**src/rtl/xbus_pkg.sv**
```systemverilog
package xbus_pkg;

  localparam int PORT_W = 8;
  localparam int ADDR_W = 6;
  localparam int MODE_W = 3;
  localparam int NREG   = 14;

  typedef enum logic [3:0] {
    R_PA, R_PB, R_DA, R_DB, R_PE, R_DE, R_PEASN, R_MODE,
    R_PULL, R_DRV, R_BCTL, R_IRQ, R_PK, R_DK, R_NONE
  } regId_t;

  // strobes from control to datapath
  typedef struct packed {
    logic [NREG-1:0] wrSel;
    regId_t          rdSel;
    logic            rdEn;
    logic            busStart;
    logic            addrPh;
    logic            dataPh;
    logic            isWrite;
    logic            wideBus;
    logic            narrowBus;
    logic            visAllowed;
    logic            hold;
  } strobe_t;

  function automatic regId_t decodeOffset(input logic [ADDR_W-1:0] a);
    case (a)
      6'h00: decodeOffset = R_PA;
      6'h01: decodeOffset = R_PB;
      6'h02: decodeOffset = R_DA;
      6'h03: decodeOffset = R_DB;
      6'h08: decodeOffset = R_PE;
      6'h09: decodeOffset = R_DE;
      6'h0A: decodeOffset = R_PEASN;
      6'h0B: decodeOffset = R_MODE;
      6'h0C: decodeOffset = R_PULL;
      6'h0D: decodeOffset = R_DRV;
      6'h0E: decodeOffset = R_BCTL;
      6'h1E: decodeOffset = R_IRQ;
      6'h32: decodeOffset = R_PK;
      6'h33: decodeOffset = R_DK;
      default: decodeOffset = R_NONE;
    endcase
  endfunction

endpackage

```
**src/rtl/xbus_ctrl.sv**
```systemverilog
module xbus_ctrl
  import xbus_pkg::*;
(
  input  logic              clk,
  input  logic              rstN,
  input  logic              stop,
  input  logic [MODE_W-1:0] modePins,
  input  logic [ADDR_W-1:0] regAddr,
  input  logic              regWe,
  input  logic              regRe,
  input  logic              busReq,
  input  logic              busWrite,
  output logic [MODE_W-1:0] modeNow,
  output strobe_t           stb
);

  typedef enum logic [1:0] {ST_IDLE, ST_ADDR, ST_DATA} phase_t;

  logic [MODE_W-1:0] modeLat;
  phase_t            phase;
  logic              wrLat;
  logic              modeLock;
  logic              bctlLock;
  logic              isWide;
  logic              isNarrow;
  logic              isNormal;
  regId_t            rid;
  logic [NREG-1:0]   wrRaw;

  // mode straps follow the pins only while reset is held
  always_ff @(posedge clk) begin
    if (!rstN) modeLat <= modePins;
  end

  assign modeNow  = modeLat;
  assign isWide   = (modeLat == 3'b011) || (modeLat == 3'b111) || (modeLat == 3'b010);
  assign isNarrow = (modeLat == 3'b001) || (modeLat == 3'b101);
  assign isNormal = (modeLat == 3'b100) || (modeLat == 3'b101) || (modeLat == 3'b111);
  assign rid      = decodeOffset(regAddr);

  always_comb begin
    for (int i = 0; i < NREG; i++) begin
      wrRaw[i] = regWe && !stop && (4'(rid) == 4'(i));
    end
  end

  always_comb begin
    stb.wrSel = wrRaw;
    if (isNormal && modeLock) stb.wrSel[R_MODE] = 1'b0;
    if (isNormal && bctlLock) stb.wrSel[R_BCTL] = 1'b0;
  end

  always_ff @(posedge clk or negedge rstN) begin
    if (!rstN) begin
      modeLock <= 1'b0;
      bctlLock <= 1'b0;
    end else begin
      if (wrRaw[R_MODE] && isNormal) modeLock <= 1'b1;
      if (wrRaw[R_BCTL] && isNormal) bctlLock <= 1'b1;
    end
  end

  assign stb.busStart = (phase == ST_IDLE) && busReq && (isWide || isNarrow) && !stop;

  always_ff @(posedge clk or negedge rstN) begin
    if (!rstN) begin
      phase <= ST_IDLE;
      wrLat <= 1'b0;
    end else if (!stop) begin
      case (phase)
        ST_IDLE: if (stb.busStart) begin
          phase <= ST_ADDR;
          wrLat <= busWrite;
        end
        ST_ADDR: phase <= ST_DATA;
        default: phase <= ST_IDLE;
      endcase
    end
  end

  assign stb.rdSel      = rid;
  assign stb.rdEn       = regRe && !stop;
  assign stb.addrPh     = (phase == ST_ADDR);
  assign stb.dataPh     = (phase == ST_DATA);
  assign stb.isWrite    = wrLat;
  assign stb.wideBus    = isWide;
  assign stb.narrowBus  = isNarrow;
  assign stb.visAllowed = isWide || (modeLat == 3'b001);
  assign stb.hold       = stop;

endmodule

```
**src/rtl/xbus_dpath.sv**
```systemverilog
module xbus_dpath
  import xbus_pkg::*;
#(
  parameter int W = PORT_W
) (
  input  logic              clk,
  input  logic              rstN,
  input  strobe_t           stb,
  input  logic [MODE_W-1:0] modeNow,
  input  logic [W-1:0]      regWdata,
  input  logic [2*W-1:0]    busAddr,
  input  logic [2*W-1:0]    busWdata,
  input  logic [W-1:0]      padInA,
  input  logic [W-1:0]      padInB,
  input  logic [W-1:0]      padInE,
  input  logic [W-1:0]      padInK,
  output logic [W-1:0]      regRdata,
  output logic [2*W-1:0]    busRdata,
  output logic              busDone,
  output logic [W-1:0]      padOutA,
  output logic [W-1:0]      padOutB,
  output logic [W-1:0]      padOutE,
  output logic [W-1:0]      padOutK,
  output logic [W-1:0]      padOeA,
  output logic [W-1:0]      padOeB,
  output logic [W-1:0]      padOeE,
  output logic [W-1:0]      padOeK,
  output logic [W-1:0]      pullCfg,
  output logic [W-1:0]      driveCfg,
  output logic              visOn
);

  localparam int VIS_BIT = 3;
  localparam int RW_BIT  = 2;
  localparam int AS_BIT  = 3;

  logic [W-1:0]   regFile [NREG];
  logic [2*W-1:0] addrQ;
  logic [2*W-1:0] wdataQ;
  logic [W-1:0]   rdMux;
  logic           busOn;
  logic           inCycle;

  for (genvar g = 0; g < NREG; g++) begin : gReg
    always_ff @(posedge clk or negedge rstN) begin
      if (!rstN) regFile[g] <= '0;
      else if (stb.wrSel[g]) regFile[g] <= regWdata;
    end
  end

  always_ff @(posedge clk or negedge rstN) begin
    if (!rstN) begin
      addrQ    <= '0;
      wdataQ   <= '0;
      busRdata <= '0;
      busDone  <= 1'b0;
    end else begin
      if (stb.busStart) begin
        addrQ  <= busAddr;
        wdataQ <= busWdata;
      end
      if (!stb.hold) begin
        busDone <= stb.dataPh;
        if (stb.dataPh)
          busRdata <= stb.wideBus ? {padInA, padInB} : {{W{1'b0}}, padInA};
      end
    end
  end

  function automatic logic [W-1:0] mixIn(input logic [W-1:0] d, input logic [W-1:0] dir,
                                         input logic [W-1:0] pin);
    return (dir & d) | (~dir & pin);
  endfunction

  always_comb begin
    case (stb.rdSel)
      R_PA:    rdMux = mixIn(regFile[R_PA], regFile[R_DA], padInA);
      R_PB:    rdMux = mixIn(regFile[R_PB], regFile[R_DB], padInB);
      R_PE:    rdMux = mixIn(regFile[R_PE], regFile[R_DE], padInE);
      R_PK:    rdMux = mixIn(regFile[R_PK], regFile[R_DK], padInK);
      R_MODE:  begin
        rdMux = '0;
        rdMux[W-1 -: MODE_W] = modeNow;
        rdMux[VIS_BIT] = regFile[R_MODE][VIS_BIT];
      end
      R_NONE:  rdMux = '0;
      default: rdMux = regFile[stb.rdSel];
    endcase
  end

  assign regRdata = stb.rdEn ? rdMux : '0;
  assign pullCfg  = regFile[R_PULL];
  assign driveCfg = regFile[R_DRV];
  assign visOn    = regFile[R_MODE][VIS_BIT] && stb.visAllowed;
  assign busOn    = stb.wideBus || stb.narrowBus;
  assign inCycle  = stb.addrPh || stb.dataPh;

  always_comb begin
    padOutA = regFile[R_PA];  padOeA = regFile[R_DA];
    padOutB = regFile[R_PB];  padOeB = regFile[R_DB];
    padOutE = regFile[R_PE];  padOeE = regFile[R_DE];
    padOutK = regFile[R_PK];  padOeK = regFile[R_DK];
    if (busOn) begin
      padOutA = '0; padOeA = '0;
      padOutB = '0; padOeB = '0;
      if (stb.addrPh) begin
        padOutA = addrQ[2*W-1:W]; padOeA = '1;
        padOutB = addrQ[W-1:0];   padOeB = '1;
      end else if (stb.dataPh) begin
        if (stb.wideBus) begin
          padOutA = wdataQ[2*W-1:W];
          padOutB = wdataQ[W-1:0];
          padOeA  = {W{stb.isWrite}};
          padOeB  = {W{stb.isWrite}};
        end else begin
          padOutA = wdataQ[W-1:0];
          padOeA  = {W{stb.isWrite}};
          padOutB = addrQ[W-1:0];
          padOeB  = '1;
        end
      end
      padOutE[RW_BIT] = !(inCycle && stb.isWrite);
      padOeE[RW_BIT]  = 1'b1;
      padOutE[AS_BIT] = stb.addrPh;
      padOeE[AS_BIT]  = 1'b1;
    end
  end

endmodule

```
**src/rtl/xbus_top.sv**
```systemverilog
module xbus_top
  import xbus_pkg::*;
(
  input  logic        clk,
  input  logic        rstN,
  input  logic        stop,
  input  logic [2:0]  modePins,
  input  logic [5:0]  regAddr,
  input  logic [7:0]  regWdata,
  input  logic        regWe,
  input  logic        regRe,
  output logic [7:0]  regRdata,
  input  logic        busReq,
  input  logic        busWrite,
  input  logic [15:0] busAddr,
  input  logic [15:0] busWdata,
  output logic [15:0] busRdata,
  output logic        busDone,
  output logic        busAddrPhase,
  output logic        busDataPhase,
  input  logic [7:0]  padInA,
  input  logic [7:0]  padInB,
  input  logic [7:0]  padInE,
  input  logic [7:0]  padInK,
  output logic [7:0]  padOutA,
  output logic [7:0]  padOutB,
  output logic [7:0]  padOutE,
  output logic [7:0]  padOutK,
  output logic [7:0]  padOeA,
  output logic [7:0]  padOeB,
  output logic [7:0]  padOeE,
  output logic [7:0]  padOeK,
  output logic [7:0]  pullCfg,
  output logic [7:0]  driveCfg,
  output logic        visOn
);

  strobe_t     stb;
  logic [2:0]  modeNow;
  logic        curWrite;

  xbus_ctrl u_ctrl (
    .clk(clk), .rstN(rstN), .stop(stop), .modePins(modePins),
    .regAddr(regAddr), .regWe(regWe), .regRe(regRe),
    .busReq(busReq), .busWrite(busWrite),
    .modeNow(modeNow), .stb(stb)
  );

  xbus_dpath #(.W(PORT_W)) u_dpath (
    .clk(clk), .rstN(rstN), .stb(stb), .modeNow(modeNow),
    .regWdata(regWdata), .busAddr(busAddr), .busWdata(busWdata),
    .padInA(padInA), .padInB(padInB), .padInE(padInE), .padInK(padInK),
    .regRdata(regRdata), .busRdata(busRdata), .busDone(busDone),
    .padOutA(padOutA), .padOutB(padOutB), .padOutE(padOutE), .padOutK(padOutK),
    .padOeA(padOeA), .padOeB(padOeB), .padOeE(padOeE), .padOeK(padOeK),
    .pullCfg(pullCfg), .driveCfg(driveCfg), .visOn(visOn)
  );

  assign busAddrPhase = stb.addrPh;
  assign busDataPhase = stb.dataPh;
  assign curWrite     = stb.isWrite;

endmodule

```
**config.mk**
```make
export PLATFORM = sky130hd
export DESIGN_NAME = xbus_top
export DESIGN_NICKNAME = d
export VERILOG_FILES = /design/src/rtl/xbus_pkg.sv /design/src/rtl/xbus_ctrl.sv /design/src/rtl/xbus_dpath.sv /design/src/rtl/xbus_top.sv
export SDC_FILE = /design/constraint.sdc
export NUM_CORES = 1
export LEC_CHECK = 0
export BUFFER_PORTS_ARGS = -buffer_cell sky130_fd_sc_hd__buf_4
export CAP_MARGIN = 20
export CELL_PAD_IN_SITES_DETAIL_PLACEMENT = 0
export CELL_PAD_IN_SITES_GLOBAL_PLACEMENT = 1
export CORE_ASPECT_RATIO = 0.8
export CORE_UTILIZATION = 39
export CTS_CLUSTER_SIZE = 24
export DETAILED_ROUTE_END_ITERATION = 8
export GPL_TIMING_DRIVEN = 1
export PLACE_DENSITY_LB_ADDON = 0.1
export SLEW_MARGIN = 25
export SYNTH_ARGS = -nofsm -noshare
export SYNTH_HDL_FRONTEND = slang
export SYNTH_HIERARCHICAL = 1
export SYNTH_SLANG_ARGS = --single-unit
export TNS_END_PERCENT = 100
```
**constraint.sdc**
```tcl
create_clock -name clk -period 2.95 [get_ports clk]
set_input_delay 0.59 -clock clk [delete_from_list [all_inputs] [get_ports clk]]
set_output_delay 0.59 -clock clk [all_outputs]
set_load 0.05 [all_outputs]
```
==> impl_metrics.tcl, run 1 <==
set metrics [dict create \
    first_iter_violations 590 \
    synth_top_area_frac 0.441 \
    netlist_area_um2 9420 \
    die_area_um2 24800 \
    ys_types 57 \
    drv_slew 0 \
    pre_cts_ws_ns -0.506 \
    cts_made_buffers 17 \
    post-route-cell-area_um2 12800 \
    clock-sinks 169 \
    cts_tree "built" \
    synth_ff_type "dfrtp_1" \
    finClkSkew_ns 0.0109 \
    tightest_slew_ns 0.743 \
    yosys_warnings 6 \
    nets 1109 \
    grt_pass1_wl_um 47000 \
    row_count 50 \
    final_common_cell "buf_4" \
    area_growth_pct 35.8 \
    clkTransAtPathRegs_ns 0.07 \
    grt_max_degree 100 \
    ir_worst_vdd_v 0.000376 \
    worstPathRequired_ns 2.36 \
    fin_crit_sh 1.14 \
    cts_buffer_depth 2 \
    setup_ws_ns -0.403 \
    synthCells 815 \
    powerDensity_nw_per_um2 629 \
    max_clock_freq_mhz 298 \
    fin_crit_ns 3.35 \
    power.leakage_nw 5.95 \
    gp_congestion 1.01 \
    vias 7412 \
    slew_headroom 0.504 \
    core_area_um2 23500 \
    routed_wl_um 31500 \
    critPathKind "in -> out" \
    ys_ff_latch 169 \
    syn_nets 903 \
    hold_viol 0 \
    drive_above_1_share 0.553 \
    mostFrequentLayoutCells "buf_4, dfrtp_1, mux2_2" \
    path_cells "buf_12 -> and4b_1 -> nand3b_1 -> nand3_4 -> buf_6 -> or4bb_4 -> o22ai_2 -> a211oi_2 -> o32ai_4 -> buf_6" \
    initial_utilization 0.401 \
    ios 196 \
    syn_area_per_cell_um2 11.6 \
    async_reset_ff_frac 0.982 \
    critPathMaxFanout 8 \
    die_h_um 141 \
    cp_slowest_cell "or4bb_4" \
    drt-vias-per-instance 5.51 \
    crit_arrival_ns 2.76 \
    cap_violations 0 \
    gr-total-overflow 0 \
    ant_nets 0 \
    grt_pass1_vias 7623 \
    finalSetupViolations 8 \
    ctsRootBufferMaster "clkbuf_16" \
    antenna_found_initial 0 \
    die_w_um 176 \
    grt_usage 0.258 \
    first_pass_iters 5 \
    synth_edf_count 3 \
    synthTopCellsByArea "dfrtp_1, mux2_2, mux2i_1, buf_4, mux4_2" \
    portBuffers 195 \
    path_common_cell "buf_6" \
    place_area_um2 11500 \
    drc 0 \
    synth_area_leader_cell "dfrtp_1" \
    diodes 0 \
    rsz0062_at_grt "true" \
    status "finished with violations" \
    hold_class "in -> reg" \
    max_stage_delay_ns 0.64 \
    routedWlPerCell_um 23.4 \
    clkLatencyLatePin_ns 0.44 \
    cp-end-kind "output port" \
    violations "setup timing" \
    yosysSeqAreaShare 0.450 \
    cp-start-kind "input port" \
    htree_levels 4 \
    dpl.hpwl_um 23400 \
]
[state kept, by name (all words and copies together), names as in the netlist, 2 cells and up]
| register | count |
|---|---|
| u_dpath/regFile | 68 |
| u_dpath/pullCfg | 8 |
| u_dpath/padOutE | 6 |
| u_dpath/wdataQ | 16 |
| u_dpath/addrQ | 16 |
| u_dpath/padOutK | 8 |
| u_dpath/padOeE | 6 |
| u_dpath/busRdata | 16 |
| u_dpath/driveCfg | 8 |
| u_ctrl/modeNow | 3 |
| u_dpath/padOeK | 8 |
| u_ctrl/phase | 2 |
[timing repair]
item / 4_1_cts / 5_1_grt
endpoints found under the setup margin: 24 / 41
buffers inserted: 12 / 8
gates resized for setup: 66 / 30
pin swaps: 24 / 19
hold buffers: 1 / 0
hold endpoints to repair: 12 / 0
gates cloned: 5 / 2
[synth_stat cells (2+ instances only)]
cell	n
edfxtp_1	3
buf_2	11
buf_1	4
nor3b_1	2
nor3b_2	2
o31ai_1	2
mux2_2	154
a21oi_1	8
a22oi_1	18
and2_1	6
nor3_1	6
dfrtp_1	166
or2_2	2
a211oi_1	10
nor2b_1	10
o22ai_1	17
mux4_2	8
nand3_1	3
or3_1	4
buf_6	8
a31oi_1	2
and4b_1	2
and3b_1	2
clkbuf_1	34
mux2i_1	87
nand2b_1	3
inv_1	6
a21o_1	17
a221oi_1	8
o32ai_1	8
nand3b_1	2
buf_4	52
inv_2	2
nor2_1	47
nand2_1	43
o21ai_0	35
[cell type report]
class | count | area (um2)
timing repair buffer | 296 | 2550
clock inverter | 15 | 194
fill | 2053 | 10700
inverter | 8 | 30.0
multi-input combinational | 529 | 4960
clock buffer | 17 | 425
sequential | 169 | 4240
tap | 312 | 390
[where the power goes]
part / switching (W) / total [W] / internal [W]
registers: 0.000305 / 0.00302 / 0.00272
clock network: 0.00108 / 0.00238 / 0.00130
logic: 0.00161 / 0.00265 / 0.00104
[critical path, delay by kind of cell]
kind,cells,cell delay (ns)
buffers and inverters,3,0.47
AND/OR/NAND/NOR,4,1.25
AO/OA/AOI/OAI,3,0.44
[cells by family (layout without fill, tap and decap cells)]
family	count (synthesis)	count (layout)	synth area share
mux	249	249	0.296
flops	169	169	0.450
simple gates	146	148	0.0821
compound gates	132	132	0.0941
buf+inv	119	336	0.0778
[routing by layer]
metal | share of wire | track usage
met3 | 0.063 | 0.0512
met5 | 0 | 0
met1 | 0.47 | 0.373
met4 | 0.018 | 0.0668
met2 | 0.45 | 0.393
[stage by stage]
| step | power (W) | instances | TNS (ns) | hold WS, ns | utilization |
|---|---|---|---|---|---|
| floorplan | 0.00474 | 815 | -1.75 | 0.294 | - |
| global placement | 0.00553 | 1286 | -3.69 | 0.422 | 0.488 |
| finish | 0.00805 | 1346 | -3.06 | 0.338 | 0.544 |
| global route | 0.00838 | 1346 | -3.43 | 0.325 | 0.544 |
| detailed placement | 0.00559 | 1286 | -3.91 | 0.421 | 0.488 |
| CTS | 0.00805 | 1336 | -2.45 | 0.323 | 0.535 |
[path summary, 6_finish.rpt]
path,startpoint,to,slack [ns],cells past startpoint
hold reg to reg,u_dpath/busRdata[14]$_DFFE_PN0P_,u_dpath/busRdata[14]$_DFFE_PN0P_,0.49,2
min in group asynchronous,rstN,u_dpath/busRdata[13]$_DFFE_PN0P_,0.56,2
setup reg to reg,u_ctrl/modeNow[1]$_DFFE_PN_,u_dpath/wdataQ[5]$_DFFE_PN0P_,0.94,6
hold / removal,modePins[2],u_ctrl/modeNow[2]$_DFFE_PN_,0.34,1
max in group asynchronous,rstN,u_dpath/driveCfg[7]$_DFFE_PN0P_,1.43,3
setup / recovery,regAddr[1],regRdata[5],-0.40,10
No activity file was read; power rests on OpenSTA's default activity.
==> run 2, diff against run 1 <==
- CELL_PAD_IN_SITES_DETAIL_PLACEMENT: 0 -> not set
- CELL_PAD_IN_SITES_GLOBAL_PLACEMENT: 1 -> not set
- CORE_UTILIZATION: 39 -> 50
- PLACE_DENSITY: not set -> 0.77
- PLACE_DENSITY_LB_ADDON: 0.1 -> not set
==> impl_metrics.tcl, run 2 (same netlist as run 1, synthesis figures left out) <==
set metrics [dict create \
    status "finished with violations" \
    violations "setup timing" \
    grt_pass1_vias 7369 \
    cap_violations 0 \
    cts_tree "built" \
    cts_made_buffers 17 \
    netSwitchingFraction 0.373 \
    setup_ws_ns -0.368 \
    gr-total-overflow 0 \
    power.leakage_nw 5.78 \
    powerDensity_nw_per_um2 623 \
    fill_cells 1391 \
    hold_class "in -> async" \
    internal_power_w 0.00485 \
    drt-vias-per-instance 5.83 \
    grt_use_met3 0.0543 \
    routedWlPerCell_um 22.0 \
    htree_levels 4 \
    drv_slew 0 \
    critPathKind "in -> out" \
    final_common_cell "buf_4" \
    finClkSkew_ns 0.00622 \
    post-route-cell-area_um2 12400 \
    comb_power_share 0.336 \
    clkTransAtPathRegs_ns 0.07 \
    largest_reg_flops 68 \
    drc 0 \
    rsz0062_at_grt "true" \
    first_iter_violations 671 \
    grt_pass1_wl_um 43300 \
    ctsRootBufferMaster "clkbuf_16" \
    seqPwrFrac 0.389 \
    grt_max_degree 76 \
    grt_usage 0.298 \
    ir_worst_vdd_v 0.000386 \
    timing.rr.start "u_ctrl/modeNow[0]$_DFFE_PN_" \
    fin_crit_sh 1.12 \
    nets 1101 \
    total_power_w 0.00773 \
    tightest_slew_ns 0.590 \
    pre_cts_ws_ns -0.525 \
    grt_busiest_layer "met2" \
    drive_above_1_share 0.541 \
    ios 196 \
    cts_hold_buf 0 \
    slew_headroom 0.595 \
    finalSetupViolations 8 \
    vias 7458 \
    initial_utilization 0.516 \
    cp-start-kind "input port" \
    gr-usage-met2 0.456 \
    die_h_um 125 \
    p_clk_frac 0.275 \
    largest_register "u_dpath/regFile" \
    fin_crit_ns 3.32 \
    gr-usage-met1 0.433 \
    netSwitchingPower_w 0.00289 \
    diodes 0 \
    place_area_um2 11400 \
    max_clock_freq_mhz 301 \
    dpl.hpwl_um 20900 \
    crit_arrival_ns 2.73 \
    cp-end-kind "output port" \
    routed_wl_um 28100 \
    hold_viol 0 \
    core_area_um2 18300 \
    ant_nets 0 \
    critPathLaunch "regAddr[4]" \
    first_pass_iters 5 \
    gp_congestion 0.935 \
    clock-sinks 169 \
    row_count 44 \
    mostFrequentLayoutCells "buf_4, dfrtp_1, mux2_2" \
    cts_buffer_depth 2 \
    area_growth_pct 31.7 \
    die_area_um2 19400 \
    worstPathRequired_ns 2.36 \
    portBuffers 195 \
    antenna_found_initial 0 \
    clkLatencyLatePin_ns 0.43 \
    die_w_um 155 \
    critPathMaxFanout 9 \
]
## run 2: changes by cell type in the layout (fill, tap and decap cells not counted), sizes merged
cell         delta
clkinvlp        +3
bufinv          -2
clkinv          +3
nor2            -1
dlygate4sd3     -1
inv             -4
nand3           -1
clkbuf          -2
buf             -2
bufbuf          -1
## run 2: worst max-delay path, cell delays in order
cell and delay (ns):
buf_8 0.12, and4b_1 0.23, o21ai_2 0.19, nand3_4 0.16, buf_6 0.16, or4b_4 0.62, o22ai_2 0.21, nor2_1 0.09
o32ai_4 0.14, buf_6 0.21
## run 2: worst paths after layout
kind                                                     to  slack (ns)  cells past startpoint
max                                             regRdata[4]       -0.37                     10
min                           u_dpath/addrQ[12]$_DFFE_PN0P_        0.12                      1
max reg2reg                   u_dpath/wdataQ[4]$_DFFE_PN0P_        0.89                      7
min reg2reg                     u_ctrl/modeLock$_DFFE_PN0P_        0.48                      2
max in group asynchronous  u_dpath/busRdata[11]$_DFFE_PN0P_        1.92                      2
min in group clk                u_ctrl/modeNow[2]$_DFFE_PN_        0.34                      1
## run 2: repair_timing
action | in CTS | in global routing
pin swaps | 26 | 8
gates cloned | 0 | 0
resized for setup | 61 | 10
setup buffers | 8 | 7
endpoints found under the setup margin | 21 | 23
## run 2: power by group through the flow
stage                     sequential (W)  combinational (W)  clock (W)
final                            0.00301            0.00260    0.00213
after global routing             0.00306            0.00273    0.00226
after CTS                        0.00300            0.00256    0.00215
after detailed placement         0.00304            0.00250          0
after global placement           0.00302            0.00247          0
after floorplan                  0.00328            0.00146          0
## run 2: layer usage
metal,part of all wire,wire length [um]
met2,0.46,12800
met3,0.069,1950
met4,0.020,562
met1,0.45,12800
met5,0,0
## run 2: cell type report
type                       count  area (um2)  area share
timing repair buffer         290        2380       0.192
tap                          253         317      0.0255
inverter                       8        30.0     0.00242
multi-input combinational    527        4880       0.393
clock buffer                  17         425      0.0343
clock inverter                15         136      0.0110
sequential                   169        4240       0.342
## run 2: metrics by stage
stage / hold WS, ns / instances / utilization / setup TNS [ns]
6_report: 0.119 / 1279 / 0.679 / -2.78
5_1_grt: 0.145 / 1279 / 0.679 / -3.41
4_1_cts: 0.129 / 1272 / 0.674 / -2.58
3_5_place_dp: 0.470 / 1233 / 0.624 / -3.82
3_3_place_gp: 0.448 / 1233 / 0.624 / -3.70
2_1_floorplan: 0.294 / 815 / - / -1.75
